--- config.mk ---
export PLATFORM = sky130hd
export DESIGN_NAME = sof_sync
export DESIGN_NICKNAME = d
export VERILOG_FILES = /design/src/rtl/sof_sync_pkg.sv /design/src/rtl/sof_slicer.sv /design/src/rtl/sof_window.sv /design/src/rtl/sof_sync.sv
export SDC_FILE = /design/constraint.sdc
export NUM_CORES = 1
export LEC_CHECK = 0
export ABC_AREA = 0
export BUFFER_PORTS_ARGS = -buffer_cell sky130_fd_sc_hd__buf_2
export CAP_MARGIN = 20
export CORE_MARGIN = 5
export CORE_UTILIZATION = 47
export DETAILED_ROUTE_END_ITERATION = 8
export GPL_TIMING_DRIVEN = 0
export PLACE_DENSITY_LB_ADDON = 0.15
export SYNTH_ARGS = -nofsm -noshare
export SYNTH_HDL_FRONTEND = slang
export SYNTH_SLANG_ARGS = --single-unit
--- constraint.sdc ---
create_clock -name clk -period 2.05 [get_ports clk]
set_input_delay 0.205 -clock clk [delete_from_list [all_inputs] [get_ports clk]]
set_output_delay 0.205 -clock clk [all_outputs]
set_load 0.02 [all_outputs]
--- src/rtl/sof_sync_pkg.sv ---
package sof_sync_pkg;

    typedef enum logic [2:0] {
        ST_UNSYNC    = 3'd0,
        ST_WAIT_FALL = 3'd1,
        ST_LOW       = 3'd2,
        ST_HIGH      = 3'd3,
        ST_LOCKED    = 3'd4
    } sync_state_e;

    typedef enum logic [1:0] {
        V_STAY,
        V_ADVANCE,
        V_LOSE
    } verdict_e;

    function automatic sync_state_e next_phase(input sync_state_e s);
        case (s)
            ST_UNSYNC:    return ST_WAIT_FALL;
            ST_WAIT_FALL: return ST_LOW;
            ST_LOW:       return ST_HIGH;
            ST_HIGH:      return ST_LOCKED;
            default:      return ST_LOCKED;
        endcase
    endfunction

    function automatic logic is_counting(input sync_state_e s);
        return (s == ST_WAIT_FALL) || (s == ST_LOW) || (s == ST_HIGH);
    endfunction

endpackage

--- src/rtl/sof_slicer.sv ---
module sof_slicer #(
    parameter int SAMPLE_W = 8
) (
    input  logic signed [SAMPLE_W-1:0] sample,
    output logic                       bit_hi
);
    // Strictly positive means logic 1; zero joins the negative side.
    always_comb bit_hi = (sample > $signed({SAMPLE_W{1'b0}}));
endmodule

--- src/rtl/sof_window.sv ---
module sof_window
    import sof_sync_pkg::*;
#(
    parameter int CNT_W    = 6,
    parameter int WAIT_MAX = 52,
    parameter int LOW_MIN  = 16,
    parameter int LOW_MAX  = 28,
    parameter int HIGH_MAX = 4
) (
    input  sync_state_e      state,
    input  logic [CNT_W-1:0] cnt,
    input  logic             bit_hi,
    output verdict_e         verdict
);
    // cnt holds samples already seen in the phase; one more than a
    // maximum is reached when cnt is already equal to it.
    always_comb begin
        verdict = V_STAY;
        case (state)
            ST_UNSYNC:
                if (bit_hi) verdict = V_ADVANCE;
            ST_WAIT_FALL:
                if (!bit_hi)                          verdict = V_ADVANCE;
                else if (cnt >= CNT_W'(WAIT_MAX))     verdict = V_LOSE;
            ST_LOW:
                if (bit_hi)
                    verdict = (cnt < CNT_W'(LOW_MIN)) ? V_LOSE : V_ADVANCE;
                else if (cnt >= CNT_W'(LOW_MAX))      verdict = V_LOSE;
            ST_HIGH:
                if (!bit_hi)                          verdict = V_ADVANCE;
                else if (cnt >= CNT_W'(HIGH_MAX))     verdict = V_LOSE;
            default:
                verdict = V_STAY;
        endcase
    end
endmodule

--- src/rtl/sof_sync.sv ---
module sof_sync
    import sof_sync_pkg::*;
#(
    parameter int SAMPLE_W = 8,
    parameter int WAIT_MAX = 52,
    parameter int LOW_MIN  = 16,
    parameter int LOW_MAX  = 28,
    parameter int HIGH_MAX = 4
) (
    input  logic                       clk,
    input  logic                       rst,
    input  logic                       sample_valid,
    input  logic signed [SAMPLE_W-1:0] sample,
    output logic [2:0]                 sync_state,
    output logic                       sof_found,
    output logic                       start_bit_seen,
    output logic                       sync_lost
);
    localparam int LIM_A  = (WAIT_MAX > LOW_MAX) ? WAIT_MAX : LOW_MAX;
    localparam int LIM_TOP = (LIM_A > HIGH_MAX) ? LIM_A : HIGH_MAX;
    localparam int CNT_W  = $clog2(LIM_TOP + 2);

    sync_state_e      state;
    logic [CNT_W-1:0] cnt;
    logic             bit_hi;
    verdict_e         verdict;

    sof_slicer #(.SAMPLE_W(SAMPLE_W)) u_slicer (
        .sample (sample),
        .bit_hi (bit_hi)
    );

    sof_window #(
        .CNT_W(CNT_W), .WAIT_MAX(WAIT_MAX), .LOW_MIN(LOW_MIN),
        .LOW_MAX(LOW_MAX), .HIGH_MAX(HIGH_MAX)
    ) u_window (
        .state   (state),
        .cnt     (cnt),
        .bit_hi  (bit_hi),
        .verdict (verdict)
    );

    always_ff @(posedge clk) begin
        if (rst) begin
            state          <= ST_UNSYNC;
            cnt            <= '0;
            sof_found      <= 1'b0;
            start_bit_seen <= 1'b0;
            sync_lost      <= 1'b0;
        end else begin
            start_bit_seen <= 1'b0;
            sync_lost      <= 1'b0;
            if (sample_valid) begin
                case (verdict)
                    V_ADVANCE: begin
                        state <= next_phase(state);
                        // The sample that opens a timed phase is its first.
                        cnt   <= (state == ST_HIGH) ? '0 : CNT_W'(1);
                        if (state == ST_LOW)  sof_found      <= 1'b1;
                        if (state == ST_HIGH) start_bit_seen <= 1'b1;
                    end
                    V_LOSE: begin
                        state     <= ST_UNSYNC;
                        cnt       <= '0;
                        sof_found <= 1'b0;
                        sync_lost <= 1'b1;
                    end
                    default: begin
                        if (is_counting(state)) cnt <= cnt + 1'b1;
                    end
                endcase
            end
        end
    end

    assign sync_state = state;

    a_r3_wait_bound: assert property (@(posedge clk) disable iff (rst)
        state == ST_WAIT_FALL |-> cnt <= CNT_W'(WAIT_MAX));
    a_r6_low_bound: assert property (@(posedge clk) disable iff (rst)
        state == ST_LOW |-> cnt <= CNT_W'(LOW_MAX));
    a_r7_high_bound: assert property (@(posedge clk) disable iff (rst)
        state == ST_HIGH |-> cnt <= CNT_W'(HIGH_MAX));
    a_r5_found_only_after_low: assert property (@(posedge clk) disable iff (rst)
        sof_found |-> (state == ST_HIGH || state == ST_LOCKED));
    a_r8_pulse_single: assert property (@(posedge clk) disable iff (rst)
        start_bit_seen |=> !start_bit_seen);
    a_r8_locked_holds: assert property (@(posedge clk) disable iff (rst)
        state == ST_LOCKED |=> (state == ST_LOCKED && sof_found));
    a_r10_idle_stable: assert property (@(posedge clk) disable iff (rst)
        !sample_valid |=> ($stable(state) && $stable(cnt)));
    a_r11_lost_unsync: assert property (@(posedge clk) disable iff (rst)
        sync_lost |-> (state == ST_UNSYNC && !sof_found));
    a_r11_lost_single: assert property (@(posedge clk) disable iff (rst)
        sync_lost |=> !sync_lost);

endmodule

## Yosys cells after proc, flatten, opt, wreduce, memory -nomap -nowiden

Index checks and enable logic that the tools add are counted.

| storage, ports and cells | value |
|---|---|
| flip-flop bits (word level) | 12 |
| bits in latches | 0 |
| RAM bits | 0 |
| ROM bits | 0 |
| input bits | 11 |
| output and inout bits | 6 |
| memories | 0 |

| operators by class | value |
|---|---|
| add/subtract/negate cells | 1 |
| multiply operators | 0 |
| div/mod/pow operators | 0 |
| $lt $le $gt $ge | 5 |
| equality and inequality tests | 6 |
| shift operators | 0 |
| muxes and demuxes | 18 |
| bitwise logic cells | 2 |
| reduce and logical (&&, ||, !) cells | 10 |

Operators with widths:

| cell | number |
|---|---|
| two-way mux 2 bit | 7 |
| case mux 6 bit (2 select lines) | 1 |
| case mux 3 bit (3 select lines) | 1 |
| greater-than comparator 8 x 1 -> 1 bit (second input constant) | 1 |
| case mux 2 bit (4 select lines) | 1 |
| adder 6 x 1 -> 6 bit (second input constant) | 1 |
| equality test 3 x 2 -> 1 bit (second input constant) | 2 |
| >= comparator 6 x 3 -> 1 bit (second input constant) | 1 |
| >= comparator 6 x 5 -> 1 bit (second input constant) | 1 |
| >= comparator 6 bit (second input constant) | 1 |
| < comparator 6 x 5 -> 1 bit (second input constant) | 1 |
| two-way mux 6 bit | 1 |
| case mux 3 bit (2 select lines) | 1 |
| two-way mux 1 bit | 5 |
| AND reduction 2 bit | 2 |
| equality test 3 x 1 -> 1 bit (second input constant) | 1 |
| logical NOT 3 bit | 1 |
| AND reduction 3 bit | 1 |
| nonzero test 3 bit | 1 |
| OR reduction 3 bit | 1 |
| equality test 2 x 1 -> 1 bit (second input constant) | 1 |
| equality test 2 bit (second input constant) | 1 |
| logical OR 1 bit | 2 |
| != test 2 bit (second input constant) | 1 |
| 4 further kinds | 5 |

## Depth between registers and ports, before layout

Gate-level depths: netlist (run 1).

| logic depth | value |
|---|---|
| word-level depth | 7 |
| gate-level depth with buffers | 11 |
| depth with buffers taken out | 9 |

## Hierarchy

From an unflattened synthesis (run 1), not the netlist that was laid out.

| second synthesis, totals | value |
|---|---|
| cell total of the unflattened synthesis | 101 |
| area total of the unflattened synthesis | 829.5 um2 |

Modules (own cells, without submodules):

| module | instances | cells each | area an instance (um2) |
|---|---|---|---|
| sof_sync | 1 | 83 | 719.4 |
| sof_window | 1 | 15 | 87.6 |
| sof_slicer | 1 | 3 | 22.5 |

## Least setup slack after synthesis (run 1)

No wires, ideal clock.

| timing path | value |
|---|---|
| kind | register to register |
| start | reg state[0] (netlist: sync_state[0]) |
| end | reg state[1] (netlist: sync_state[1]) |
| library setup time | 0.070 ns |
| arrival time | 2.295 ns |
| required time | 1.980 ns |
| path slack | -0.315 ns |
| stages on the path, launching flop included | 12 |
| path buffers | 2 |
| cell sequence | dfxtp_1 -> buf_4 -> o21a_1 -> o21ai_0 -> and3_1 -> or3_1 -> ha_1 -> buf_6 -> nand2b_1 -> nor3_1 -> nand3b_1 -> a21oi_1 |

| between the ends | value |
|---|---|
| word-level cells in the longest chain between the ends | 5 |

Ends and longest elaborated chain:

| what | RTL line | source |
|---|---|---|
| start: declaration | sof_sync.sv:23 | `sync_state_e state;` |
| start signal: assignment | sof_sync.sv:56 | `state <= next_phase(state);` |
| equality test 3 x 2 -> 1 bit, or another cell as far along | sof_window.sv:19 | `case (state)` |
| case mux 2 bit (4 select lines) | sof_window.sv:19 |  |
| equality test 2 bit / equality test 2 x 1 -> 1 bit (equally long branches) | sof_sync.sv:54 | `case (verdict)` |
| nonzero test 2 bit (no line) | n/a |  |
| AND reduction 2 bit (no line) | n/a |  |

Several ways; a longest one is shown, not always the timed one.
A chain may end at the register's enable or synchronous reset.

## Final worst setup path (run 1)

| timing path | value |
|---|---|
| start | reg cnt[4] |
| end | reg cnt[0] |

| between the ends | value |
|---|---|
| word-level cells in the longest chain between the ends | 7 |

Ends and longest elaborated chain:

| what | RTL line | source |
|---|---|---|
| start: declaration | sof_sync.sv:24 | `logic [CNT_W-1:0] cnt;` |
| start signal: assignment | sof_sync.sv:58 | `cnt <= (state == ST_HIGH) ? '0 : CNT_W'(1);` |
| start signal: assignment | sof_sync.sv:69 | `if (is_counting(state)) cnt <= cnt + 1'b1;` |
| < comparator 6 x 5 -> 1 bit, or another cell as far along | sof_window.sv:27 | `verdict = (cnt < CNT_W'(LOW_MIN)) ? V_LOSE : V_ADVANCE;` |
| two-way mux 2 bit, on equally long branches | n/a |  |
| two-way mux 2 bit, on equally long branches | sof_window.sv:26, sof_window.sv:23, sof_window.sv:30 |  |
| case mux 2 bit (4 select lines) * | sof_window.sv:19 |  |
| equality test 2 bit / equality test 2 x 1 -> 1 bit (equally long branches) | sof_sync.sv:54 |  |
| nonzero test 3 bit (no line) | n/a |  |
| AND reduction 2 bit (no line) | n/a |  |

Mark *: on every way between the ends. The rest lies on a longest branch, timed or not.

==> results of run 1 <==
==> per-stage QoR <==
stage | setup slack, ns | power (mW) | setup TNS [ns]
2_1_floorplan | -0.0892 | 0.408 | -0.140
3_3_place_gp | -0.280 | 0.451 | -2.19
3_5_place_dp | -0.296 | 0.455 | -2.42
4_1_cts | -0.0530 | 0.681 | -0.191
5_1_grt | -0.276 | 0.737 | -1.60
6_report | -0.155 | 0.692 | -0.878
==> cell type report <==
cell class / count / area, µm² / area share, %
Inverter: 8 / 30.0 / 2.73
Sequential cell: 12 / 258 / 23.4
Buffer: 3 / 30.0 / 2.73
Clock buffer: 4 / 36.3 / 3.30
Multi-Input combinational cell: 71 / 587 / 53.3
Timing Repair Buffer: 24 / 140 / 12.7
Tap cell: 16 / 20.0 / 1.82
==> logic make-up (layout without fill, tap and decap cells) <==
family / Yosys count / count (layout) / share of synthesized area, %
simple gates: 39 / 39 / 27.9
buf+inv: 12 / 39 / 8.48
flops: 12 / 12 / 30.1
fa+ha+maj: 5 / 5 / 7.85
mux: 2 / 2 / 2.51
compound gates: 25 / 25 / 23.1
==> synth_stat cells (2+ instances only) <==
| cell | number |
|---|---|
| nor3_1 | 6 |
| ha_1 | 5 |
| nand3b_1 | 2 |
| and3_1 | 3 |
| mux2i_1 | 2 |
| dfxtp_1 | 12 |
| inv_1 | 8 |
| nor2b_1 | 2 |
| or3_1 | 6 |
| a21oi_1 | 7 |
| nand3_1 | 5 |
| o21a_1 | 2 |
| o21ai_0 | 3 |
| nor2_1 | 5 |
| a211oi_1 | 2 |
| o32ai_1 | 4 |
| a31oi_1 | 2 |
| nand2_1 | 4 |
==> metal layers <==
layer | track usage, % | wire (µm) | part of all wire [%]
met1 | 21.2 | 930 | 42
met4 | 6.73 | 40 | 1.8
met3 | 6.40 | 139 | 6.3
met2 | 31.1 | 1110 | 50
met5 | 0 | 0 | 0
==> placed cells by master (no fill, tap or decap), types with 2 or more instances in the layout <==
cell type | synthesis | layout
o21ai_0 | 3 | 2
nand2_1 | 4 | 4
nor3_1 | 6 | 3
a31oi_1 | 2 | 2
o21a_1 | 2 | 2
dfxtp_4 | 0 | 4
or3_1 | 6 | 5
buf_2 | 1 | 17
nor2_1 | 5 | 3
and3_4 | 0 | 2
inv_1 | 8 | 8
buf_4 | 1 | 8
a211oi_1 | 2 | 2
clkbuf_8 | 1 | 2
dfxtp_2 | 0 | 2
nor3_4 | 0 | 2
o32ai_1 | 4 | 3
a21oi_1 | 7 | 7
nand3_1 | 5 | 5
ha_1 | 5 | 3
mux2i_1 | 2 | 2
clkbuf_4 | 0 | 3
dfxtp_1 | 12 | 6
nand3b_1 | 2 | 2
==> power by group <==
group	switching, mW	internal (mW)	total (mW)
Clock	0.0853	0.108	0.193
Sequential	0.0105	0.241	0.251
Combinational	0.127	0.121	0.247
==> worst max-delay path, stage by stage (launching register included) <==
cell,delay [ns]
dfxtp_4,0.40
and3_4,0.20
o211a_1,0.18
nor2_4,0.05
or3_4,0.40
ha_4,0.20
o31ai_4,0.31
buf_4,0.18
or3_1,0.10
a31oi_1,0.07
==> flip-flops by register name (all words and copies together) (netlist names) <==
name / flops
sync_lost: 1
start_bit_seen: 1
cnt: 6
sof_found: 1
sync_state: 3
==> path summary, 6_finish.rpt <==
| check | start | endpoint | slack (ns) |
|---|---|---|---|
| worst min register to register | sof_found$_SDFFE_PP0P_ | sof_found$_SDFFE_PP0P_ | 0.51 |
| worst max register to register | cnt[4]$_SDFFE_PP0P_ | cnt[0]$_SDFFE_PP0P_ | -0.16 |
| worst min-delay path | sample_valid | start_bit_seen$_SDFF_PP0_ | 0.26 |
| worst max-delay path | cnt[4]$_SDFFE_PP0P_ | cnt[0]$_SDFFE_PP0P_ | -0.16 |
==> what timing repair did <==
item                       in CTS  in global routing
pin swaps                       6                  9
resized for setup              13                  9
setup endpoints to repair      10                 10
setup buffers                   6                  2
==> flow_summary.toml, run 1 <==
[floorplanning]
die_y_um = 51.2
start_util_pct = 51.1
die-area_um2 = 2620
top_level_ports = 17
die_x_um = 51.2
num_rows = 14
coreArea_um2 = 1560

[timing]
finalSetupViolations = 9
worst_pin_slew_ns = 0.465
whs_ns = 0.264
rsz0062_at_grt = "yes"
maxSlewViolCount = 0
timing.final.crit_period_ns = 2.21
setup_slack_ns = -0.155
finalHoldViolations = 0
clock_skew_ns = 0.00205
fin_crit_sh_pct = 108
slew_headroom_pct = 69.0
max_clock_freq_mhz = 453

[run]
max_cap_viol_count = 0

[global_routing]
gr-usage-all-layers_pct = 18.3
grt_pass1_vias = 803
grt_overflow = 0
grt_pass1_wl_um = 3670
antenna_found_initial = 0
grt_max_degree = 11

[synthesis]
synthCells = 95
yosysWarnings = 0
synth-edff-count = 0
synth.largest_area_cell = "dfxtp_1"
synth_area_per_cell_um2 = 8.39
synth_ff_type = "dfxtp_1"
netlist_top_cells_area = "dfxtp_1, ha_1, or3_1, a21oi_1, o32ai_1"
netlist_area_um2 = 797
ys_types = 33
syn-num-nets = 111
yosysSeqAreaShare_pct = 30.1
synthArstFlopShare_pct = 0
synth_seq_cells = 12
yosysTopAreaCellShare_pct = 30.1

[detailed_routing]
drtIter0Drc = 22
firstDrtPassIters = 4
drtAntennaViolNets = 0
num_vias = 813
vias_per_cell = 5.89
wirelength_um = 2220
wl_per_cell_um = 16.1
route.detailed.drc = 0

[setup_path]
ff2ff_path_depth = 9
required_ns = 2.22
crit_type = "flip-flop to flip-flop"
crit_fanout = 7
cp-start-kind = "flip-flop"
endpoint_kind = "flip-flop"
cp.arrival_ns = 2.38

[layout]
final_cells = 138
final_area_um2 = 1100
num-fill-cells = 123
area_delta_synth_final_pct = 38.1
drive_gt1_share_pct = 44.3
n_antenna_cell = 0
final_util_pct = 70.6
nNetsFinal = 139

[placed_design]
placed_cell_area_um2 = 926
dp_hpwl_um = 1410
place_congestion = 0.769
dp.cells = 127
port_buffers = 16

[clock_tree]
clock_sinks = 12
cts_buffer_depth = 2
htreeDepth = 1
worstSkewPairLatency_ns = 0.28
root_buffer = "clkbuf_4"
cts_buffers = 3
clk_pin_slew_ns = 0.08
hold_buffers = 0
cts_tree = "built"

[worst_hold_path]
min_path_type = "primary input to flip-flop"
holdPathStages = 3

[power_and_ir_drop]
p_leak_nw = 0.441
power.density_nw_per_um2 = 629
vdd.ir_drop.worst_mv = 0.492

[status]
violations = "negative setup slack"
outcome = "finished, violations left"
(Power assumes the default switching activity.)
==> run 2: changes to the inputs <==
- TNS_END_PERCENT: unset -> 30
==> run 2 against run 1 <==
- the run still ends with negative setup slack left
- sequential share of layout area hardly changed
- global-route usage is 0.061 points lower
- die area stayed put
- via count is 0.25% lower
- clock-buffer cell count stayed put
- utilization is 0.080 points higher
- cell area is 0.11% higher
- register-to-register slack hardly changed
==> flow_summary.toml, run 2 (synthesis gave the netlist of run 1 again) <==
[detailed_routing]
route.detailed.drc = 0
wl_per_cell_um = 15.7
vias_per_cell = 5.92
drtAntennaViolNets = 0
num_vias = 811
firstDrtPassIters = 4
wirelength_um = 2150
drtIter0Drc = 18

[global_routing]
antenna_found_initial = 0
grt_overflow = 0
gr-usage-all-layers_pct = 18.3
grt_pass1_wl_um = 3660
grt_pass1_vias = 789
grt_max_degree = 11

[placed_design]
dp_hpwl_um = 1410
place_ws_ns = -0.296
place_congestion = 0.769
port_buffers = 16

[floorplanning]
coreArea_um2 = 1560
num_rows = 14
start_util_pct = 51.1
die_y_um = 51.2
die-area_um2 = 2620
die_x_um = 51.2
top_level_ports = 17

[setup_path]
path_delay_family = "simple AND/OR/NAND/NOR gates"
required_ns = 2.21
crit_type = "flip-flop to flip-flop"
endpoint_kind = "flip-flop"
cp_num_buf_inv = 1
cp.arrival_ns = 2.37
slowest_delay_ns = 0.40
cpMaxStageDelayCell = "dfxtp_4"
crit_fanout = 7
path_cells = "and3_4 -> o211a_1 -> nor2_4 -> or3_4 -> ha_4 -> o31ai_4 -> buf_4 -> or3_1 -> a31oi_1"
cp-start-kind = "flip-flop"

[power_and_ir_drop]
power.density_nw_per_um2 = 628
fin_total_pwr_uw = 692
p_leak_nw = 0.449
vdd.ir_drop.worst_mv = 0.507

[clock_tree]
htreeDepth = 1
root_buffer = "clkbuf_4"
hold_buffers = 0
worstSkewPairLatency_ns = 0.27
clk_pin_slew_ns = 0.08
cts_buffer_depth = 2
cts_tree = "built"
cts_buffers = 3
clock_sinks = 12

[timing]
maxSlewViolCount = 0
rsz0062_at_grt = "yes"
setup_slack_ns = -0.155
timing.final.crit_period_ns = 2.20
whs_ns = 0.275
finalSetupTns_ns = -0.926
slew_headroom_pct = 70.0
max_clock_freq_mhz = 454
finalSetupViolations = 9
clock_skew_ns = 0.00186
fin_crit_sh_pct = 108
finalHoldViolations = 0
worst_pin_slew_ns = 0.450

[layout]
drive_gt1_share_pct = 43.8
final_cell_mix = "buf_2, inv_1, a21oi_1, dfxtp_1, buf_4"
nNetsFinal = 138
n_antenna_cell = 0
ff_latch_area_um2 = 258
final_common_cell = "buf_2"
area_delta_synth_final_pct = 38.3
multi_input_area_um2 = 592
largest_reg_flops = 6
top_register = "cnt"
num-fill-cells = 121

[status]
violations = "negative setup slack"
outcome = "finished, violations left"

[worst_hold_path]
min_path_type = "primary input to flip-flop"

[run]
max_cap_viol_count = 0
==> run 2: changes by cell type in the layout (fill, tap and decap cells not counted), sizes merged <==
| cell | change |
|---|---|
| buf | -1 |
==> run 2: power breakdown <==
group	switching, mW	total (mW)	internal (mW)
sequential	0.0109	0.252	0.241
combinational	0.128	0.250	0.122
clock	0.0826	0.191	0.108
total	0.221	0.692	0.471
==> run 2: worst min-delay path: stages <==
cell	delay (ns)
buf_2	0.16
nand3b_1	0.10
nor3_1	0.04
==> run 2: cell type report <==
cell class              instances  share of cell area (%)
multi-input cells              71                    53.7
flip-flops and latches         12                    23.4
plain buffers                   4                    3.75
well taps                      16                    1.82
repair buffers                 22                    11.4
inverters                       8                    2.72
clock buffers                   4                    3.29
==> run 2: metrics by stage <==
step	instance area (µm²)	std cells	utilization, %
after floorplan	826	95	-
after global placement	926	127	59.4
after detailed placement	926	127	59.4
after CTS	1050	136	67.3
after global routing	1100	137	70.7
final	1100	137	70.7
==> run 2: layer usage <==
metal	global-route usage (%)	share of wire, %	vias to the layer above
li1	-	-	403
met1	21.9	42	379
met2	30.0	50	26
met3	6.40	6.9	3
met4	6.73	1.3	0
met5	0	0	-
==> run 2: worst paths after layout <==
kind	startpoint	end	slack [ns]	cells past startpoint
worst max-delay path	cnt[4]$_SDFFE_PP0P_	cnt[0]$_SDFFE_PP0P_	-0.15	9
worst min-delay path	sample_valid	start_bit_seen$_SDFF_PP0_	0.28	3
worst max register to register	cnt[4]$_SDFFE_PP0P_	cnt[0]$_SDFFE_PP0P_	-0.15	9
worst min register to register	sof_found$_SDFFE_PP0P_	sof_found$_SDFFE_PP0P_	0.51	2
==> run 2: repair_timing <==
item,in CTS,in global routing
buffers inserted,5,1
gates resized for setup,13,10
endpoints found under the hold margin,0,0
setup endpoints to repair,10,10
pin swaps,6,6
==> run 3: changes to the inputs <==
- CORE_MARGIN: 5 -> 4
==> run 3 against run 2 <==
- the flow still finishes with violations (negative setup slack)
- setup slack improved by 0.042 ns
- total power increased by 1.6%
- first-iteration DRC count fell by 50%
- maximum frequency increased by 1.9%
- final cell count is 1.5% higher
- via count rose by 3.0%
- sequential power is essentially flat
- global-route usage is 1.3 points higher
- cell area down 1.6%
- non-clock buffer count rose by 2
- clock power rose by 4%
- utilization shrank 1.1 points
- largest power group is now combinational cells
==> flow_summary.toml, run 3 (synthesis gave the netlist of run 1 again) <==
[status]
outcome = "finished, violations left"
violations = "negative setup slack"

[placed_design]
port_buffers = 16
dp_hpwl_um = 1370
dp.cells = 127
place_congestion = 0.780
place_ws_ns = -0.320

[floorplanning]
start_util_pct = 51.1
coreArea_um2 = 1560
num_rows = 14
die-area_um2 = 2420
top_level_ports = 17
die_x_um = 49.2
die_y_um = 49.2

[layout]
top_register = "cnt"
largest_reg_flops = 6
final_cell_mix = "buf_2, inv_1, buf_4, a21oi_1, dfxtp_1"
final_cells = 139
drive_gt1_share_pct = 42.3
nNetsFinal = 140
final_common_cell = "buf_2"
n_antenna_cell = 0
area_delta_synth_final_pct = 36.1

[clock_tree]
htreeDepth = 1
clock_sinks = 12
clk_pin_slew_ns = 0.09
cts_buffers = 3
worstSkewPairLatency_ns = 0.28
root_buffer = "clkbuf_4"
cts_tree = "built"
cts_buffer_depth = 2

[setup_path]
endpoint_kind = "flip-flop"
required_ns = 2.26
cp.arrival_ns = 2.37
ff2ff_path_depth = 10
crit_type = "flip-flop to flip-flop"
reg2reg_slack_ns = -0.11
r2r-end = "sync_state[1]$_SDFFE_PP0P_"
critPathLaunch = "cnt[4]$_SDFFE_PP0P_"
crit_fanout = 7
cp-start-kind = "flip-flop"
crit_end = "sync_state[1]$_SDFFE_PP0P_"
timing.rr.start = "cnt[4]$_SDFFE_PP0P_"

[timing]
finalSetupViolations = 9
maxSlewViolCount = 0
slew_headroom_pct = 76.2
fin_crit_sh_pct = 106
rsz0062_at_grt = "yes"
clock_skew_ns = 0.0102
worst_pin_slew_ns = 0.357
finalHoldViolations = 0
max_clock_freq_mhz = 462
timing.final.crit_period_ns = 2.16
setup_slack_ns = -0.113

[power_and_ir_drop]
p_leak_nw = 0.449
vdd.ir_drop.worst_mv = 0.343
power.density_nw_per_um2 = 648

[detailed_routing]
num_vias = 835
route.detailed.drc = 0
wl_per_cell_um = 15.6
drtAntennaViolNets = 0
drtIter0Drc = 9
vias_per_cell = 6.01
wirelength_um = 2180
firstDrtPassIters = 4

[run]
max_cap_viol_count = 0

[global_routing]
gr-usage-all-layers_pct = 19.6
grt_pass1_vias = 797
grt_overflow = 0
grt_pass1_wl_um = 3750
grt_max_degree = 11
antenna_found_initial = 0

[worst_hold_path]
min_path_type = "primary input to flip-flop"
holdPathStages = 3
==> run 3: per-stage QoR <==
| step | cell area, µm² | power [mW] | utilization, % | hold WS [ns] | TNS [ns] |
|---|---|---|---|---|---|
| after floorplan | 826 | 0.408 | - | 0.348 | -0.140 |
| after global placement | 926 | 0.451 | 59.4 | 0.484 | -2.19 |
| after CTS | 1060 | 0.687 | 68.2 | 0.275 | -0.182 |
| after detailed placement | 926 | 0.455 | 59.4 | 0.505 | -2.54 |
| final | 1080 | 0.703 | 69.6 | 0.274 | -0.538 |
| after global routing | 1080 | 0.736 | 69.6 | 0.292 | -1.59 |
==> run 3: final cells by class <==
class / count / area, µm²
Clock buffer: 4 / 36.3
Multi-Input combinational cell: 71 / 559
Buffer: 4 / 41.3
Timing Repair Buffer: 24 / 140
Fill cell: 126 / 474
Inverter: 8 / 30.0
Tap cell: 16 / 20.0
Sequential cell: 12 / 258
==> run 3: how the worst min path moves through the flow <==
stage	endpoint	slack, ns	from
final	start_bit_seen$_SDFF_PP0_	0.27	sample_valid
after global routing	start_bit_seen$_SDFF_PP0_	0.29	sample_valid
after CTS	start_bit_seen$_SDFF_PP0_	0.28	sample_valid
after detailed placement	sof_found$_SDFFE_PP0P_	0.50	sof_found$_SDFFE_PP0P_
after global placement	sof_found$_SDFFE_PP0P_	0.48	sof_found$_SDFFE_PP0P_
after floorplan	start_bit_seen$_SDFF_PP0_	0.35	sample_valid
==> run 3: worst max-delay path: stages (launching register included) <==
cell      delay (ns)
dfxtp_4         0.40
and3_4          0.20
o211a_1         0.16
nor2_2          0.05
or3_4           0.39
ha_4            0.22
buf_6           0.12
nand2b_4        0.15
nor3_4          0.18
nand3b_1        0.09
a21oi_1         0.11
==> run 3: routing by layer <==
| metal | up-vias | routed length (µm) | share of wire, % | GRT usage (%) |
|---|---|---|---|---|
| met3 | 4 | 109 | 5.0 | 4.28 |
| met1 | 403 | 969 | 45 | 23.7 |
| li1 | 406 | - | - | - |
| met5 | - | 0 | 0 | 0 |
| met2 | 22 | 1060 | 49 | 32.8 |
| met4 | 0 | 37 | 1.7 | 8.53 |
==> run 3: power breakdown <==
group          total [mW]  switching, mW  internal (mW)
Clock               0.199         0.0911          0.108
Sequential          0.251         0.0103          0.241
Combinational       0.252          0.127          0.125
==> run 3: what timing repair did <==
item,in CTS,in global routing
resized for setup,13,4
hold buffers,0,0
setup buffers,7,1
pin swaps,6,1
gates cloned,0,0
endpoints found under the setup margin,10,10
